==> config.mk <==
export PLATFORM = sky130hd
export DESIGN_NAME = prio_irq_ctrl
export DESIGN_NICKNAME = d
export VERILOG_FILES = /design/src/rtl/pic_pkg.sv /design/src/rtl/pic_pick.sv /design/src/rtl/pic_cfg.sv /design/src/rtl/prio_irq_ctrl.sv
export SDC_FILE = /design/constraint.sdc
export NUM_CORES = 1
export LEC_CHECK = 0
export CORE_UTILIZATION = 63
export CTS_CLUSTER_SIZE = 25
export DETAILED_ROUTE_END_ITERATION = 6
export GPL_TIMING_DRIVEN = 0
export HOLD_SLACK_MARGIN = 0.03
export PLACE_DENSITY = 0.88
export REMOVE_ABC_BUFFERS = 1
export SETUP_SLACK_MARGIN = 0.02
export SLEW_MARGIN = 20
export SYNTH_ARGS = -nofsm -noshare
export SYNTH_HDL_FRONTEND = slang
export SYNTH_SLANG_ARGS = --single-unit
==> constraint.sdc <==
create_clock -name clk -period 18.7 [get_ports clk]
set_clock_uncertainty 0.1 [all_clocks]
set_input_delay 1.87 -clock clk [delete_from_list [all_inputs] [get_ports clk]]
set_output_delay 1.87 -clock clk [all_outputs]
set_load 0.01 [all_outputs]
==> src/rtl/pic_pkg.sv <==
package pic_pkg;
  typedef enum logic [1:0] {
    SCH_FIXED  = 2'd0,
    SCH_ROTATE = 2'd1,
    SCH_BOTTOM = 2'd2,
    SCH_POLLED = 2'd3
  } pic_sched_e;

  localparam logic [1:0] REG_SCHED = 2'd0;
  localparam logic [1:0] REG_MASK  = 2'd1;
  localparam logic [1:0] REG_LOW   = 2'd2;
  localparam logic [1:0] REG_BASE  = 2'd3;
endpackage

==> src/rtl/pic_pick.sv <==
// Cyclic priority picker: the level just above 'low' ranks first.
module pic_pick #(
  parameter int N  = 8,
  parameter int LW = $clog2(N)
) (
  input  logic [N-1:0]  vec,
  input  logic [LW-1:0] low,
  output logic          found,
  output logic [LW-1:0] lvl,
  output logic [LW-1:0] rank
);
  logic [LW-1:0] idx;

  always_comb begin
    found = 1'b0;
    lvl   = '0;
    idx   = '0;
    for (int k = N - 1; k >= 0; k--) begin
      idx = LW'(low + LW'(1) + LW'(k));
      if (vec[idx]) begin
        found = 1'b1;
        lvl   = idx;
      end
    end
    rank = LW'(lvl - low - LW'(1));
  end
endmodule

==> src/rtl/pic_cfg.sv <==
module pic_cfg
  import pic_pkg::*;
#(
  parameter int N  = 8,
  parameter int DW = 8,
  parameter int LW = $clog2(N)
) (
  input  logic          clk,
  input  logic          rst_n,
  input  logic          we,
  input  logic [1:0]    addr,
  input  logic [DW-1:0] wdata,
  input  logic          rot_upd,
  input  logic [LW-1:0] rot_lvl,
  output pic_sched_e    sched,
  output logic [N-1:0]  mask,
  output logic [LW-1:0] low,
  output logic [DW-LW-1:0] base
);
  always_ff @(posedge clk) begin
    if (!rst_n) begin
      sched <= SCH_FIXED;
      mask  <= '0;
      low   <= LW'(N - 1);
      base  <= '0;
    end else begin
      if (we && addr == REG_SCHED) sched <= pic_sched_e'(wdata[1:0]);
      if (we && addr == REG_MASK)  mask  <= wdata[N-1:0];
      if (we && addr == REG_BASE)  base  <= wdata[DW-1:LW];
      if (we && addr == REG_LOW)   low   <= wdata[LW-1:0];
      else if (rot_upd)            low   <= rot_lvl;
    end
  end


  mask_store_chk: assert property (@(posedge clk) disable iff (!rst_n)
    (we && addr == REG_MASK) |=> (mask == $past(wdata[N-1:0])));
endmodule

==> src/rtl/prio_irq_ctrl.sv <==
module prio_irq_ctrl
  import pic_pkg::*;
#(
  parameter int N  = 8,
  parameter int DW = 8
) (
  input  logic          clk,
  input  logic          rst_n,
  input  logic [N-1:0]  irq_req,
  input  logic          cfg_we,
  input  logic [1:0]    cfg_addr,
  input  logic [DW-1:0] cfg_wdata,
  input  logic          ack,
  input  logic          eoi,
  input  logic          poll_rd,
  output logic          irq_out,
  output logic [DW-1:0] vec_out,
  output logic [DW-1:0] poll_status
);
  localparam int LW = $clog2(N);

  pic_sched_e       sched;
  logic [N-1:0]     mask, pend_q, isr_q, eff;
  logic [LW-1:0]    low, ord_low;
  logic [DW-LW-1:0] base;
  logic             p_found, i_found, take, eoi_hit;
  logic [LW-1:0]    p_lvl, p_rank, i_lvl, i_rank;
  logic [N-1:0]     take_oh, eoi_oh;

  pic_cfg #(.N(N), .DW(DW)) u_cfg (
    .clk(clk), .rst_n(rst_n), .we(cfg_we), .addr(cfg_addr), .wdata(cfg_wdata),
    .rot_upd(eoi_hit && sched == SCH_ROTATE), .rot_lvl(i_lvl),
    .sched(sched), .mask(mask), .low(low), .base(base)
  );

  // Fixed and polled schemes rank from level 0; others use the bottom register.
  assign ord_low = (sched == SCH_ROTATE || sched == SCH_BOTTOM) ? low : LW'(N - 1);
  assign eff     = pend_q & ~mask;

  pic_pick #(.N(N)) u_pend_pick (
    .vec(eff), .low(ord_low), .found(p_found), .lvl(p_lvl), .rank(p_rank));
  pic_pick #(.N(N)) u_isr_pick (
    .vec(isr_q), .low(ord_low), .found(i_found), .lvl(i_lvl), .rank(i_rank));

  assign irq_out = (sched != SCH_POLLED) && p_found && (!i_found || p_rank < i_rank);

  assign vec_out     = {base, irq_out ? p_lvl : LW'(N - 1)};
  assign poll_status = {p_found, {(DW-LW-1){1'b0}}, p_lvl};

  assign take    = (ack && irq_out) || (poll_rd && p_found);
  assign eoi_hit = eoi && i_found;
  assign take_oh = take    ? (N'(1) << p_lvl) : '0;
  assign eoi_oh  = eoi_hit ? (N'(1) << i_lvl) : '0;

  always_ff @(posedge clk) begin
    if (!rst_n) begin
      pend_q <= '0;
      isr_q  <= '0;
    end else begin
      pend_q <= (pend_q & ~take_oh) | irq_req;
      isr_q  <= (isr_q & ~eoi_oh) | take_oh;
    end
  end


  req_hold_chk: assert property (@(posedge clk) disable iff (!rst_n)
    (irq_req != '0) |=> ((pend_q & $past(irq_req)) == $past(irq_req)));


  ack_isr_chk: assert property (@(posedge clk) disable iff (!rst_n)
    (ack && irq_out) |=> isr_q[$past(p_lvl)]);


  eoi_clear_chk: assert property (@(posedge clk) disable iff (!rst_n)
    (eoi && !take && isr_q != '0) |=> ($countones(isr_q) == $countones($past(isr_q)) - 1));


  poll_quiet_chk: assert property (@(posedge clk) disable iff (!rst_n)
    (cfg_we && cfg_addr == REG_SCHED && cfg_wdata[1:0] == 2'd3) |=> !irq_out);
endmodule

==> results of run 1 <==
==> state kept, by name, summed over array words and instances, names as in the netlist <==
register,cells
isr_q,8
pend_q,8
u_cfg.mask,8
u_cfg.base,5
u_cfg.low,3
u_cfg.sched,2
==> per-layer routing <==
layer	up-vias	track usage (%)	part of all wire (%)
li1	1760	-	-
met1	1796	46.1	39
met2	271	60.9	47
met3	53	5.60	10
met4	0	15.8	3.4
met5	-	0	0
==> per-stage QoR <==
| stage | area (um2) | std cells |
|---|---|---|
| detailed placement | 4090 | 538 |
| finish | 4180 | 546 |
| floorplan | 3620 | 429 |
| CTS | 4180 | 546 |
| global placement | 4070 | 537 |
| global route | 4180 | 546 |
==> cell usage in the layout (no fill, tap or decap), types with 4 or more instances in the layout <==
cell type / synthesis / layout
nor2_1: 48 / 46
mux2i_1: 44 / 44
clkdlybuf4s50_1: 0 / 36
dfxtp_1: 34 / 34
nand2_1: 32 / 32
a21oi_1: 29 / 29
nand2b_1: 15 / 15
o21ai_0: 14 / 14
inv_1: 14 / 14
mux4_2: 14 / 14
o21a_1: 12 / 12
nand3_1: 11 / 11
mux2_2: 8 / 8
nor3_1: 8 / 8
a211oi_1: 8 / 8
or2_2: 6 / 7
o31ai_1: 7 / 7
a311oi_1: 7 / 7
a21boi_1: 7 / 7
ha_1: 7 / 7
a21o_1: 6 / 6
clkbuf_8: 0 / 6
nor4_1: 5 / 5
xnor2_1: 5 / 5
and3_1: 5 / 5
nor2_2: 2 / 4
o211ai_1: 4 / 4
o22ai_1: 4 / 4
conb_1: 1 / 4
==> kinds of logic after synthesis <==
| group | count (synthesis) | share of synthesized area [%] |
|---|---|---|
| AO/OA/AOI/OAI | 137 | 26.7 |
| XOR/XNOR | 6 | 1.75 |
| adder cells (fa/ha/maj) | 9 | 3.36 |
| buffers and inverters | 51 | 6.27 |
| flip-flops | 34 | 17.9 |
| multiplexers | 68 | 23.0 |
| other | 1 | 0.0988 |
| AND/OR/NAND/NOR | 156 | 20.9 |
==> cell type report <==
| cell class | instances | area share, % |
|---|---|---|
| repair buffers | 37 | 8.89 |
| well taps | 72 | 2.15 |
| clock buffers | 7 | 2.06 |
| inverters | 15 | 1.35 |
| flip-flops and latches | 34 | 16.3 |
| clock inverters | 1 | 0.120 |
| multi-input cells | 380 | 69.2 |
==> cell usage after synthesis (all sizes together) (3+ instances only) <==
cell and count:
ha 7, xnor2 5, o31ai 7, o21ai 14
a311oi 7, and3 5, or2 7, buf 19
mux2i 44, dfxtp 34, nor2 50, nand2b 15
nand3 11, a211o 3, a21boi 8, o22ai 4
a21o 6, inv 15, nor4b 3, mux2 10
clkbuf 17, nor4 5, a31oi 3, nand3b 3
o211ai 4, nand2 32, and2 3, a211oi 9
a21oi 29, nor2b 5, a32o 3, o21a 12
mux4 14, nor3 8, o221a 3
==> critical path, delay by kind of cell (launching register included) <==
family          cells  cell delay (ns)
fa+ha+maj           5             2.72
simple gates        5             1.85
buf+inv             6             1.74
xor+xnor            3             0.85
compound gates      3             0.49
flops               1             0.33
mux                 1             0.25
==> worst min-delay path by stage <==
stage,cells past startpoint,start,endpoint
after global placement,2,u_cfg.mask[3],u_cfg.mask[3]
after CTS,2,u_cfg.mask[2],u_cfg.mask[2]
after global routing,2,u_cfg.base[4],u_cfg.base[4]
after detailed placement,2,u_cfg.base[4],u_cfg.base[4]
final,2,u_cfg.base[0],u_cfg.base[0]
after floorplan,2,u_cfg.mask[2],u_cfg.mask[2]
==> power by group <==
part           total (mW)  internal, mW  switching, mW
combinational       0.153        0.0682         0.0843
clock              0.0561        0.0297         0.0265
sequential         0.0870        0.0781        0.00891
==> flow_summary.ini, run 1 <==
[run_status]
outcome = finished clean

[clock_tree]
post-cts-setup-buffer-count = 0
numClockSinks = 34
clk_path_buf_depth = 2
postCtsHoldBufs = 0
clk_pin_slew_ns = 0.07
clk_latency_ns = 0.29
cts_made_buffers = 5
ctsResizeCount = 0
cts_tree = done
cts_max_level = 2
cts-root-buf = clkbuf_8

[synth]
synth_largest_area_cell = dfxtp_1
synth_seq_cells = 34
ys_top_cells_by_area = dfxtp_1 18%, mux2i_1 12%, mux4_2 8.3%
syn_area_um2 = 3790
seq_area_frac_synth_pct = 17.9
synth_edf_count = 0
synthCells = 462
syn-mean-instance-area_um2 = 8.21
synth-main-ff-cell = dfxtp_1
synth.top_cell.area_share_pct = 17.9
async_flop_share_pct = 0
ys_warn_count = 0
synth.distinct_cells = 76

[die]
die_h_um = 79.6
row_count = 27
start_util_pct = 67.2
io_pins = 41
die_x_um = 79.6
die-area_um2 = 6340
coreArea_um2 = 5640

[sta]
slew_headroom_pct = 26.6
whs_ns = 0.415
grt_setup_unrepaired = false
finalMaxSlewViolations = 0
worst_slack_ns = 8.19
tightest_slew_ns = 1.10
fmax_mhz = 95.2
period_share_pct = 56.2
tns_ns = 0
hold_viol_final = 0
setup_viol = 0
fin_crit_ns = 10.51

[critical_path]
crit_chain = inv_1 -> ha_1 -> nor2_2 -> buf_6 -> inv_1 -> ha_1 -> inv_1 -> xnor3_1 -> mux2i_1 -> nand2_1 -> a311oi_1 -> or4b_1 -> ha_1 -> inv_1 -> fa_1 -> xnor2_1 -> xnor2_1 -> ha_1 -> a21oi_1 -> a31oi_1 -> nor3_1 -> nand2_1 -> clkdlybuf4s50_1
worstPathArrival_ns = 8.54
criticalPathCategory = reg2out
r2r_slack_ns = 10.16
timing.rr.end = pend_q[3]
endpoint_kind = primary output
crit_slowest_cell = ha_1
reg2reg_from = u_cfg.sched[1]
critPathRequiredTime_ns = 16.73
setup.worst_path.end = vec_out[1]
r2r_cells = 24
cp-startpoint = u_cfg.sched[1]
critPathMaxStageDelay_ns = 1.16
path_max_fanout = 34
cp-start-kind = flip-flop

[layout]
synthToLayoutAreaGrowth_pct = 10.2
final_net_count = 506
drive_gt1_share_pct = 11.4
final_util_pct = 74.1
fill_cells = 408
diodes = 0
multi_input_area_um2 = 2890
seq_area_um2 = 681

[placed_design]
pre_cts_slack_ns = 8.80
place_hpwl_mm = 8.07
portBuffers = 36
globalplace.congestion = 0.950

[power]
power_mw = 0.296
power.density_cell_area_nw_per_um2 = 70.7
leakage_nw = 1.66
peakVddDrop_uv = 77.2

[hold_path]
hp-class = reg2reg

[drt]
wl_per_cell_um = 20.3
dr_total_vias = 3880
drtAntennaViolNets = 0
drt-initial-drc-count = 660
via_per_inst = 7.11
dr.pass1.iters = 5
routed_wl_mm = 11.1
drc = 0

[global_routing]
grt_pass1_vias = 3667
grt_overflow = 0
track_usage_pct = 36.4
grt_pass1_wl_mm = 17.9
antenna_found_initial = 0
grt_start_max_net_pins = 40

[job]
drv_cap = 0
Note: power is estimated with default switching activity, not from simulation.
==> inputs of run 2 (changes only) <==
--- a/config.mk
+++ b/config.mk
@@ -5,12 +5,12 @@
 export SDC_FILE = /design/constraint.sdc
 export NUM_CORES = 1
 export LEC_CHECK = 0
-export CORE_UTILIZATION = 63
+export CORE_UTILIZATION = 53
 export CTS_CLUSTER_SIZE = 25
 export DETAILED_ROUTE_END_ITERATION = 6
 export GPL_TIMING_DRIVEN = 0
 export HOLD_SLACK_MARGIN = 0.03
-export PLACE_DENSITY = 0.88
+export PLACE_DENSITY = 0.79
 export REMOVE_ABC_BUFFERS = 1
 export SETUP_SLACK_MARGIN = 0.02
 export SLEW_MARGIN = 20
==> constraint.sdc (replaced) <==
create_clock -name clk -period 8.8 [get_ports clk]
set_clock_uncertainty 0.1 [all_clocks]
set_input_delay 0.88 -clock clk [delete_from_list [all_inputs] [get_ports clk]]
set_output_delay 0.88 -clock clk [all_outputs]
set_load 0.01 [all_outputs]
==> run 2 against run 1 <==
Net effect: count of clock-buffer cells in the layout unchanged; clock power increased by 150%; setup slack got worse by 7.6 ns; via count decreased by 0.28%; sequential share of layout area decreased by 0.38 points; register-to-register slack got worse by 8.6 ns; sequential cell count unchanged; combinational power increased by 110%; largest cell class unchanged; largest power group unchanged.
==> flow_summary.ini, run 2 (synthesis gave the netlist of run 1 again) <==
[hold_path]
min_from = u_cfg.mask[6]
hp-class = reg2reg
hold_path_depth = 2

[power]
peakVddDrop_uv = 132
power.density_cell_area_nw_per_um2 = 152
leakage_nw = 1.68

[drt]
dr_total_vias = 3869
drt-initial-drc-count = 374
routed_wl_mm = 10.8
dr.pass1.iters = 5
wl_per_cell_um = 18.9
drc = 0
drtAntennaViolNets = 0
via_per_inst = 6.78

[critical_path]
endpoint_kind = primary output
cpMostUsedCell = inv_1
r2r_cells = 24
reg2reg_from = u_cfg.sched[1]
critPathMaxStageDelay_ns = 0.51
critPathRequiredTime_ns = 7.82
crit_family = simple AND/OR/NAND/NOR gates
cp-startpoint = u_cfg.sched[1]
cp-start-kind = flip-flop
worstPathBufferInverterCount = 5
criticalPathCategory = reg2out
crit_slowest_cell = clkdlybuf4s50_1
path_max_fanout = 23
cp_num_cells = 23
crit_chain = inv_1 -> ha_2 -> nor2_4 -> inv_1 -> ha_4 -> or3_1 -> nand2_2 -> mux2_2 -> o211ai_1 -> nand2_1 -> a311o_1 -> a211oi_2 -> inv_1 -> ha_1 -> inv_1 -> fa_1 -> ha_1 -> a21o_1 -> a21oi_1 -> a31oi_1 -> nor3_1 -> nand2b_1 -> clkdlybuf4s50_1
worstPathArrival_ns = 7.21

[sta]
fin_crit_ns = 8.19
fmax_mhz = 122
grt_setup_unrepaired = false
hold_viol_final = 0
period_share_pct = 93.1
setup_viol = 0
finalMaxSlewViolations = 0
slew_headroom_pct = 43.7
tightest_slew_ns = 0.837
whs_ns = 0.384

[layout]
fin_area_um2 = 4280
final_util_pct = 62.3
reg_top3 = isr_q: 8 flops, pend_q: 8 flops, u_cfg.mask: 8 flops
diodes = 0
layout_common_cells = 46 x nor2_1, 44 x mux2i_1, 36 x clkdlybuf4s50_1
final_net_count = 507
drive_gt1_share_pct = 12.0
final_common_cell = nor2_1
synthToLayoutAreaGrowth_pct = 12.9
fin_cells = 571

[die]
die_x_um = 86.6
row_count = 30
start_util_pct = 55.2
io_pins = 41
coreArea_um2 = 6870
die_h_um = 86.6
die-area_um2 = 7500

[clock_tree]
clk_pin_slew_ns = 0.07
cts_made_buffers = 5
clk_latency_ns = 0.29
postCtsHoldBufs = 0
post-cts-setup-buffer-count = 0
cts_max_level = 2
cts-root-buf = clkbuf_8
numClockSinks = 34
cts_tree = done
clk_path_buf_depth = 2
ctsResizeCount = 3

[global_routing]
track_usage_pct = 29.4
grt_pass1_vias = 3535
grt_overflow = 0
grt_start_max_net_pins = 35
antenna_found_initial = 0
grt_pass1_wl_mm = 17.4

[placed_design]
dp.cells = 563
globalplace.congestion = 0.915
portBuffers = 36
place_hpwl_mm = 7.74
placed_area_um2 = 4150

[run_status]
outcome = finished clean

[job]
drv_cap = 0
run 2: where the power goes:
group          internal (mW)  leakage, nW  switching [mW]
registers              0.166        0.279          0.0210
clock network         0.0847       0.0524          0.0549
logic                  0.146         1.35           0.177
total                  0.397         1.68           0.253
run 2: per-stage QoR:
| stage | TNS [ns] | total power [mW] | setup slack [ns] |
|---|---|---|---|
| 4_1_cts | 0 | 0.642 | 0.217 |
| 5_1_grt | 0 | 0.688 | 0.105 |
| 6_report | 0 | 0.650 | 0.611 |
| 2_1_floorplan | 0 | 0.395 | 0.897 |
| 3_5_place_dp | -0.516 | 0.501 | -0.139 |
| 3_3_place_gp | -10.90 | 0.493 | -1.15 |
run 2: worst paths after layout:
path | to | slack, ns
worst min register to register | u_cfg.mask[6] | 0.38
worst max-delay path | vec_out[0] | 0.61
worst max register to register | pend_q[1] | 1.58
worst min-delay path | u_cfg.mask[6] | 0.38
run 2: layer usage:
metal / up-vias / routed length [um] / track usage (%)
li1: 1763 / - / -
met1: 1830 / 4470 / 39.2
met2: 244 / 5050 / 47.7
met3: 32 / 1040 / 4.57
met4: 0 / 217 / 11.7
met5: - / 0 / 0
run 2: worst reg2reg max path, stage by stage, from the launching register on:
cell      delay (ns)
dfxtp_1         0.33
inv_1           0.06
ha_2            0.44
nor2_4          0.38
inv_1           0.41
ha_4            0.34
or3_1           0.38
nand2_2         0.37
mux2_2          0.39
o211ai_1        0.29
nand2_1         0.09
a311o_1         0.29
a211oi_2        0.44
inv_1           0.21
ha_1            0.24
inv_1           0.07
fa_1            0.41
ha_1            0.29
a21o_1          0.17
a21oi_1         0.18
a31oi_1         0.10
o41a_1          0.42
nor2_1          0.41
a21boi_1        0.13
o21a_1          0.18
run 2: cell type report:
| class | count | area, um2 |
|---|---|---|
| Tap cell | 96 | 120 |
| Timing Repair Buffer | 38 | 399 |
| Clock inverter | 1 | 30.0 |
| Fill cell | 572 | 2590 |
| Clock buffer | 7 | 76.3 |
| Multi-Input combinational cell | 380 | 2920 |
| Sequential cell | 34 | 681 |
| Inverter | 15 | 56.3 |
